<file path="src/rtl/irqc_pkg.sv">
package irqc_pkg;
    localparam int CTRL_W  = 8;
    localparam int IDX_W   = $clog2(CTRL_W);
    localparam int LINES   = 2 * CTRL_W;
    localparam int CASC_IX = 2;

    typedef logic [CTRL_W-1:0] vec_t;
    typedef logic [IDX_W-1:0]  idx_t;

    // lowest set index = highest priority; all-zero input yields the bottom index
    function automatic idx_t low_idx(input vec_t v);
        idx_t r;
        r = idx_t'(CTRL_W - 1);
        for (int i = CTRL_W - 1; i >= 0; i--) begin
            if (v[i]) r = idx_t'(i);
        end
        return r;
    endfunction

    function automatic vec_t one_hot(input idx_t i);
        vec_t r;
        r = '0;
        r[i] = 1'b1;
        return r;
    endfunction
endpackage

</file>
<file path="src/rtl/irqc_regs.sv">
module irqc_regs
    import irqc_pkg::*;
#(
    parameter logic [7:0] MBASE_RST = 8'h08,
    parameter logic [7:0] SBASE_RST = 8'h70
) (
    input  logic       clk,
    input  logic       rst_n,
    input  logic       wr,
    input  logic [2:0] addr,
    input  logic [7:0] wdata,
    output vec_t       mask_m,
    output vec_t       mask_s,
    output logic [7:0] base_m,
    output logic [7:0] base_s,
    output logic       eoi_ns_m,
    output logic       eoi_sp_m,
    output logic       eoi_ns_s,
    output logic       eoi_sp_s,
    output idx_t       eoi_lvl
);
    typedef struct packed {
        vec_t       mask_m;
        vec_t       mask_s;
        logic [7:0] base_m;
        logic [7:0] base_s;
    } regs_t;

    regs_t r_q, r_d;
    logic  cmd_m, cmd_s;

    always_comb begin
        r_d = r_q;
        if (wr) begin
            case (addr)
                3'd0:    r_d.mask_m = wdata[CTRL_W-1:0];
                3'd1:    r_d.mask_s = wdata[CTRL_W-1:0];
                3'd4:    r_d.base_m = wdata;
                3'd5:    r_d.base_s = wdata;
                default: ;
            endcase
        end
        cmd_m    = wr && (addr == 3'd2) && wdata[5];
        cmd_s    = wr && (addr == 3'd3) && wdata[5];
        eoi_ns_m = cmd_m && !wdata[6];
        eoi_sp_m = cmd_m &&  wdata[6];
        eoi_ns_s = cmd_s && !wdata[6];
        eoi_sp_s = cmd_s &&  wdata[6];
        eoi_lvl  = wdata[IDX_W-1:0];
    end

    always_ff @(posedge clk or negedge rst_n) begin
        if (!rst_n) begin
            r_q <= '{mask_m: '0, mask_s: '0, base_m: MBASE_RST, base_s: SBASE_RST};
        end else begin
            r_q <= r_d;
        end
    end

    assign mask_m = r_q.mask_m;
    assign mask_s = r_q.mask_s;
    assign base_m = r_q.base_m;
    assign base_s = r_q.base_s;
endmodule

</file>
<file path="src/rtl/irqc_unit.sv">
module irqc_unit
    import irqc_pkg::*;
(
    input  logic clk,
    input  logic rst_n,
    input  vec_t req_raw,
    input  vec_t level,
    input  vec_t mask,
    input  logic take,
    input  logic eoi_ns,
    input  logic eoi_sp,
    input  idx_t eoi_lvl,
    output logic req_out,
    output idx_t win_idx
);
    typedef struct packed {
        vec_t irr;
        vec_t isr;
        vec_t prev;
    } unit_t;

    unit_t s_q, s_d;
    vec_t  rise, pend, set_v, clr_v;
    idx_t  isr_hi;
    logic  has_pend, has_isr;

    always_comb begin
        rise     = req_raw & ~s_q.prev;
        pend     = ((s_q.irr & ~level) | (req_raw & level)) & ~mask;
        has_pend = |pend;
        has_isr  = |s_q.isr;
        win_idx  = low_idx(pend);
        isr_hi   = low_idx(s_q.isr);
        req_out  = has_pend && (!has_isr || (win_idx < isr_hi));

        set_v = (take && req_out) ? one_hot(win_idx) : '0;
        if (eoi_sp)                 clr_v = one_hot(eoi_lvl);
        else if (eoi_ns && has_isr) clr_v = one_hot(isr_hi);
        else                        clr_v = '0;

        s_d.prev = req_raw;
        s_d.irr  = ((s_q.irr & ~set_v) | rise) & ~level;
        s_d.isr  = (s_q.isr & ~clr_v) | set_v;
    end

    always_ff @(posedge clk or negedge rst_n) begin
        if (!rst_n) s_q <= '0;
        else        s_q <= s_d;
    end

    AST_ACK_SETS_ISR: assert property (@(posedge clk) disable iff (!rst_n)
        (take && req_out) |=> s_q.isr[$past(win_idx)]) else $error("ack lost");

    AST_ACK_CLEARS_EDGE: assert property (@(posedge clk) disable iff (!rst_n)
        (take && req_out && !level[win_idx] && !rise[win_idx]) |=> !s_q.irr[$past(win_idx)])
        else $error("edge request kept");

    AST_SPEC_EOI_CLEARS: assert property (@(posedge clk) disable iff (!rst_n)
        (eoi_sp && !(take && req_out)) |=> !s_q.isr[$past(eoi_lvl)])
        else $error("specific eoi ignored");
endmodule

</file>
<file path="src/rtl/irqc_top.sv">
module irqc_top
    import irqc_pkg::*;
#(
    parameter logic [LINES-1:0] INV_MASK  = 16'h0100,
    parameter logic [7:0]       MBASE_RST = 8'h08,
    parameter logic [7:0]       SBASE_RST = 8'h70
) (
    input  logic             clk,
    input  logic             rst_n,
    input  logic [LINES-1:0] irq_in,
    input  logic [LINES-1:0] level_sel,
    input  logic             reg_wr,
    input  logic [2:0]       reg_addr,
    input  logic [7:0]       reg_wdata,
    output logic             int_out,
    input  logic             int_ack,
    output logic             vec_valid,
    output logic [7:0]       vec_out
);
    typedef struct packed {
        logic       irq;
        logic       vld;
        logic [7:0] vec;
    } out_t;

    out_t             o_q, o_d;
    logic [LINES-1:0] act;
    vec_t             m_raw, m_lvl, mask_m, mask_s;
    logic [7:0]       base_m, base_s;
    logic             eoi_ns_m, eoi_sp_m, eoi_ns_s, eoi_sp_s;
    idx_t             eoi_lvl, m_win, s_win;
    logic             m_req, s_req, s_take;
    logic [7:0]       vec_sel;

    irqc_regs #(.MBASE_RST(MBASE_RST), .SBASE_RST(SBASE_RST)) u_regs (
        .clk(clk), .rst_n(rst_n), .wr(reg_wr), .addr(reg_addr), .wdata(reg_wdata),
        .mask_m(mask_m), .mask_s(mask_s), .base_m(base_m), .base_s(base_s),
        .eoi_ns_m(eoi_ns_m), .eoi_sp_m(eoi_sp_m), .eoi_ns_s(eoi_ns_s),
        .eoi_sp_s(eoi_sp_s), .eoi_lvl(eoi_lvl)
    );

    always_comb begin
        act   = irq_in ^ INV_MASK;
        m_raw = act[CTRL_W-1:0];
        m_raw[CASC_IX] = s_req;          // cascade replaces the external line
        m_lvl = level_sel[CTRL_W-1:0];
        m_lvl[CASC_IX] = 1'b1;           // cascade input follows the secondary request
    end

    irqc_unit u_slave (
        .clk(clk), .rst_n(rst_n), .req_raw(act[LINES-1:CTRL_W]),
        .level(level_sel[LINES-1:CTRL_W]), .mask(mask_s), .take(s_take),
        .eoi_ns(eoi_ns_s), .eoi_sp(eoi_sp_s), .eoi_lvl(eoi_lvl),
        .req_out(s_req), .win_idx(s_win)
    );

    irqc_unit u_master (
        .clk(clk), .rst_n(rst_n), .req_raw(m_raw), .level(m_lvl), .mask(mask_m),
        .take(int_ack), .eoi_ns(eoi_ns_m), .eoi_sp(eoi_sp_m), .eoi_lvl(eoi_lvl),
        .req_out(m_req), .win_idx(m_win)
    );

    always_comb begin
        s_take = int_ack && m_req && (m_win == idx_t'(CASC_IX));
        if (!m_req)                          vec_sel = {base_m[7:IDX_W], idx_t'(CTRL_W-1)};
        else if (m_win != idx_t'(CASC_IX))   vec_sel = {base_m[7:IDX_W], m_win};
        else if (s_req)                      vec_sel = {base_s[7:IDX_W], s_win};
        else                                 vec_sel = {base_s[7:IDX_W], idx_t'(CTRL_W-1)};
        o_d.irq = m_req;
        o_d.vld = int_ack;
        o_d.vec = int_ack ? vec_sel : o_q.vec;
    end

    always_ff @(posedge clk or negedge rst_n) begin
        if (!rst_n) o_q <= '0;
        else        o_q <= o_d;
    end

    assign int_out   = o_q.irq;
    assign vec_valid = o_q.vld;
    assign vec_out   = o_q.vec;

    AST_VEC_FOLLOWS_ACK: assert property (@(posedge clk) disable iff (!rst_n)
        int_ack |=> vec_valid) else $error("no vector");

    AST_VEC_ONLY_AFTER_ACK: assert property (@(posedge clk) disable iff (!rst_n)
        !int_ack |=> !vec_valid) else $error("stray vector");

    AST_SPURIOUS_LOW: assert property (@(posedge clk) disable iff (!rst_n)
        (int_ack && !m_req) |=> (vec_out[IDX_W-1:0] == idx_t'(CTRL_W-1)))
        else $error("spurious vector wrong");
endmodule

</file>
<file path="config.mk">
export PLATFORM = sky130hd
export DESIGN_NAME = irqc_top
export DESIGN_NICKNAME = d
export VERILOG_FILES = /design/src/rtl/irqc_pkg.sv /design/src/rtl/irqc_regs.sv /design/src/rtl/irqc_unit.sv /design/src/rtl/irqc_top.sv
export SDC_FILE = /design/constraint.sdc
export NUM_CORES = 1
export LEC_CHECK = 0
export CORE_ASPECT_RATIO = 1.1
export CORE_UTILIZATION = 61
export DETAILED_ROUTE_END_ITERATION = 12
export DONT_BUFFER_PORTS = 1
export GPL_ROUTABILITY_DRIVEN = 0
export PLACE_DENSITY = 0.77
export SYNTH_ARGS = -nofsm -noshare
export SYNTH_HDL_FRONTEND = slang
export SYNTH_SLANG_ARGS = --single-unit
</file>
<file path="constraint.sdc">
create_clock -name clk -period 6.55 [get_ports clk]
set_input_delay 1.31 -clock clk [delete_from_list [all_inputs] [get_ports clk]]
set_output_delay 1.31 -clock clk [all_outputs]
set_load 0.01 [all_outputs]
</file>
Word-level counts from Yosys, hierarchy flattened
Cells that the tools add are included.

cells by class
  order comparisons = 12
  bitwise operators = 31
  equal/unequal tests = 7
  reductions and logical operators = 34
  multiplexer cells = 47

operator list
  kind                  count
  $and A8 B8 Y8         14
  $not A8 Y8            10
  $mux W8               8
  $mux W3               17
  $or A8 B8 Y8          6
  $reduce_or A8 Y1      4
  $logic_and A1 B1 Y1   20
  $lt A3 B4 Y1 const B  5
  $mux W2               8
  $demux W1 S3          5
  $ge A3 B1 Y1 const B  5
  $eq A3 B2 Y1 const B  3
  $mux W1               9
  $reduce_and A2 Y1     4
  $eq A3 B3 Y1 const B  2
  $lt A3 B3 Y1          2
  $eq A3 B1 Y1 const B  1
  $logic_not A1 Y1      3
  $logic_not A3 Y1      1
  $ne A3 B2 Y1 const B  1
  $logic_or A1 B1 Y1    2
  $not A1 Y1            1

storage, ports and cells
  output and inout bits = 10
  logic and storage cells = 144
  flip-flop bits (word level) = 90

Longest topological paths before layout
  depth after elaboration = 35
  gate-level depth with buffers = 17
  depth with buffers taken out = 15

Hierarchy
From an unflattened synthesis, not the netlist that was laid out.

second synthesis, totals
  cells, all modules = 416
  area, all modules = 4,635.7 µm²

modules (own cells, without submodules)
  module     cells an instance  area each (µm²)  sequential area each (µm²)  instances
  irqc_unit  145                1,433.9          600.6                       2
  irqc_regs  82                 1,306.3          805.8                       1
  irqc_top   44                 461.7            250.2                       1

Worst setup path after synthesis
Ideal clock, no wire load.

  kind = input -> register
  start = input port level_sel[9]
  end = register u_slave.s_q[18] (netlist name)
  path buffers = 2
  stages = 17
  arrival time = 4.239 ns
  path slack = 2.182 ns
  cells stage by stage = mux2i_1 > o32ai_4 > nor3_2 > ha_1 > o211ai_1 > o21ai_2 > nand3_1 > inv_1 > ha_1 > nand2_2 > a21oi_1 > or3_1 > buf_2 > or2_1 > buf_6 > nor3_1 > o32ai_1

RTL lines
  element               line             text
  start, declared       irqc_top.sv:11   input logic [LINES-1:0] level_sel,
  end signal, assigned  irqc_unit.sv:47  if (!rst_n) s_q <= '0;
  end signal, assigned  irqc_unit.sv:48  else s_q <= s_d;
  end, declared         irqc_unit.sv:22  unit_t s_q, s_d;

==> key figures <==
Floorplanning
  • Die extent in y: 87.9 um
  • Starting density of the core: 64.6%
  • Rows: 30
  • Core outline area: 6340 um2
  • Die width: 80.1 um
  • DIE AREA: 7050 um2
  • I/O Pins: 57

Synth
  • Number of library cell types mapped by synthesis: 56
  • Dominant synthesized flop cell: sky130_fd_sc_hd__dfrtp_1
  • Portion of the post-synthesis area used by sequential elements: 50.2%
  • Count of state elements after synthesis: 82
  • Post-Synthesis Net Count: 437
  • Mean instance size in the synthesized netlist: 10.6 um2
  • Ys Warns: 0
  • Post-Syn Instances: 388
  • Count of flip-flops with a built-in enable after synthesis: 0
  • Share of synthesized flip-flops with an asynchronous set or reset: 100%
  • Post-synthesis instance area: 4100 um2

Critical path
  • Highest net fanout along the worst path: 8
  • WP data arrival: 4.69 ns
  • Top cell by count, worst path: sky130_fd_sc_hd__ha_1
  • Cell with the biggest individual delay on the critical path: sky130_fd_sc_hd__or3_1
  • Setup crit end kind: flop
  • Kind of start point of the critical path: input pin
  • Required time at the worst-slack endpoint: 6.80 ns
  • Delay contributed by the slowest stage of the critical path: 0.48 ns
  • Class of the most critical setup path: in2reg
  • Worst-path cell chain: mux2i_1 > o32ai_4 > nor3_2 > ha_1 > o211ai_1 > o21ai_2 > nand3_1 > inv_1 > ha_1 > nand2_2 > a21oi_1 > or3_1 > or2_1 > nor3_1 > o32ai_1

Global route
  • Global-route congestion overflow total: 0
  • Pin count of the biggest net entering global routing: 83
  • First-pass GRT wire length: 14600 um
  • Antenna violations before repair: 0
  • Via count of the first global-routing pass: 3133
  • Global router's overall resource usage: 27.7%

Clock network
  • Clock slew seen by the registers of the worst setup and hold paths: 0.09 ns
  • CTS Buf Count: 9
  • Post-cts resize count: 0
  • CTS root buf: sky130_fd_sc_hd__clkbuf_8
  • Clock insertion delay at the later pin of the skew report: 0.36 ns
  • CTS Hold Bufs: 0
  • Maximum buffer depth of the clock tree: 2
  • Post-CTS Setup Repair Bufs: 0
  • Number of clock sinks: 82
  • Max H-tree Level: 3
  • Clock tree from TritonCTS: done

Flow run
  • Max_cap viols: 0

Layout
  • Count of fill cells added during filler insertion: 486
  • Total inserted antenna cells: 0
  • Synthesis-to-layout area growth: 6.66%
  • Final instance area: 4370 um2
  • Total Nets Final: 441
  • Final standard cell count with taps included and fillers excluded: 477
  • Fraction of layout instances using a drive strength above 1: 17.1%

Route
  • Routed length per placed instance: 18.8 um
  • Count of unresolved DRC violations after routing: 0
  • Antenna Nets Post-Route: 0
  • Drt pass-1 iters: 4
  • DR vias/cell: 6.47
  • Total detailed-routing wirelength: 8980 um
  • Via count of the routed design: 3085
  • Detailed router's first-iteration violation count: 151

Pwr
  • Share of total power in combinational logic: 30.3%
  • Worst VDD drop: 0.211 mV
  • Total power draw: 1550 uW
  • Total internal power: 994 uW
  • Power Density: 356 nW/um2
  • Switching power total: 559 uW
  • Reg power frac: 45.8%
  • Clock network fraction of total power: 23.9%
  • Sw frac: 36.0%
  • Leakage dissipation: 0.00181 uW

Timing
  • Layout Skew: 0.0120 ns
  • Number of setup violations in the final report: 0
  • Final hold slack: 0.429 ns
  • Setup repair after global routing missed its margin: false
  • Minimum clock period after layout: 4.44 ns
  • Number of max-slew violations in the final report: 0
  • Ratio of final minimum period to clock period: 67.9%
  • Maximum operating frequency: 0.225 GHz
  • Aggregate negative setup slack: 0 ns
  • Slew at the pin closest to its max-slew limit: 1.02 ns
  • Worst max-slew margin expressed relative to the limit: 31.4%
  • Final hold violation count: 0

Placed design
  • Area after DPL: 4170 um2
  • DP Wirelength: 6690 um
  • Instance count after placement with tap cells included: 461
  • Buffers added on ports: 0

Hold path
  • Worst hold-check path type: reg2reg

Outcome
  • Run status: completed
## registers in the layout, summed over array words and instances (netlist names)
signal         count
u_slave.s_q       24
u_regs.mask_s      8
u_regs.base_m      5
vec_out            8
vec_valid          1
u_regs.base_s      5
u_regs.mask_m      8
u_master.s_q      22
int_out            1
## metal layers
layer	up-vias	track usage, %	share of wire [%]
met4	0	13.8	2.9
li1	1441	-	-
met5	-	0	0
met3	23	5.52	6.5
met1	1530	34.6	41
met2	91	46.0	50
## power groups by stage
stage	registers (uW)	clock network [uW]	logic (uW)
floorplan	694	0	386
global placement	714	0	452
detailed placement	719	0	466
CTS	710	374	469
global route	726	395	525
finish	712	371	470
## final cells by class
cell class,instances,area (um2),area share [%]
Timing Repair Buffer,2,15.0,0.344
Multi-Input combinational cell,282,1940,44.4
Clock inverter,7,77.6,1.78
Clock buffer,9,124,2.84
Tap cell,80,100,2.29
Sequential cell,82,2060,47.1
Inverter,15,56.3,1.29
## synthesized netlist by cell type, types with 3 or more instances
cell type,n,area (um2)
sky130_fd_sc_hd__or3_1,7,43.8
sky130_fd_sc_hd__mux2_2,25,282
sky130_fd_sc_hd__nand2b_1,19,119
sky130_fd_sc_hd__a21o_1,4,30.0
sky130_fd_sc_hd__o31ai_1,12,90.1
sky130_fd_sc_hd__o221ai_1,7,61.3
sky130_fd_sc_hd__mux2i_1,13,130
sky130_fd_sc_hd__o22ai_1,6,37.5
sky130_fd_sc_hd__and2_1,6,37.5
sky130_fd_sc_hd__o211ai_1,8,60.1
sky130_fd_sc_hd__a31oi_1,3,18.8
sky130_fd_sc_hd__inv_1,15,56.3
sky130_fd_sc_hd__nand2_1,33,124
sky130_fd_sc_hd__or4_4,3,33.8
sky130_fd_sc_hd__dfstp_2,4,105
sky130_fd_sc_hd__or2_2,6,37.5
sky130_fd_sc_hd__o32ai_1,6,52.6
sky130_fd_sc_hd__a21oi_1,22,110
sky130_fd_sc_hd__nor2_1,28,105
sky130_fd_sc_hd__o21bai_1,4,30.0
sky130_fd_sc_hd__nor3_1,13,65.1
sky130_fd_sc_hd__a22o_1,3,26.3
sky130_fd_sc_hd__clkbuf_1,4,15.0
sky130_fd_sc_hd__o21ai_0,9,45.0
sky130_fd_sc_hd__nand3_1,3,15.0
sky130_fd_sc_hd__nor2b_1,5,31.3
sky130_fd_sc_hd__dfrtp_1,78,1950
## metrics by stage
stage                     setup slack [ns]  utilization (%)
after global routing                  1.82             68.9
after detailed placement              1.70             65.7
final                                 2.11             68.9
after floorplan                       2.18                -
after CTS                             2.10             68.9
after global placement                1.78             65.7
## path summary, 6_finish.rpt
path,startpoint,endpoint,slack [ns],cells after the start
max,level_sel[9],u_slave.s_q[18],2.11,15
min,u_master.s_q[0],u_master.s_q[16],0.43,1
max reg2reg,u_slave.s_q[16],u_slave.s_q[18],2.72,15
min reg2reg,u_master.s_q[0],u_master.s_q[16],0.43,1
max in group asynchronous,rst_n,u_regs.base_s[6],5.71,0
min in group asynchronous,rst_n,u_slave.s_q[2],0.63,0
## critical path: cells and delay by family
family,cells,cell delay (ns)
AOI/OAI and AO/OA,5,0.77
adders and majority gates,2,0.45
buffers and inverters,1,0.09
and+or+nand+nor,6,1.80
muxes,1,0.28
## cell usage in the layout (no fill, tap or decap), drive strengths merged, types with 5 or more instances in the layout
master  instances
nand2          35
o221ai          7
o21ai          12
or2             7
nor2b           5
clkbuf          9
o22ai           6
o31ai          14
o32ai           7
o211ai          8
inv            16
nor3           15
or3             7
dfrtp          78
mux2i          13
mux2           25
nand2b         19
a21oi          22
and2            6
nor2           30
## logic make-up after synthesis
logic type	synth area share, %
simple gates	18.0
buf+inv	2.44
mux	10.1
flops	50.2
fa+ha+maj	0.611
compound gates	18.7
(Power assumes the default switching activity.)
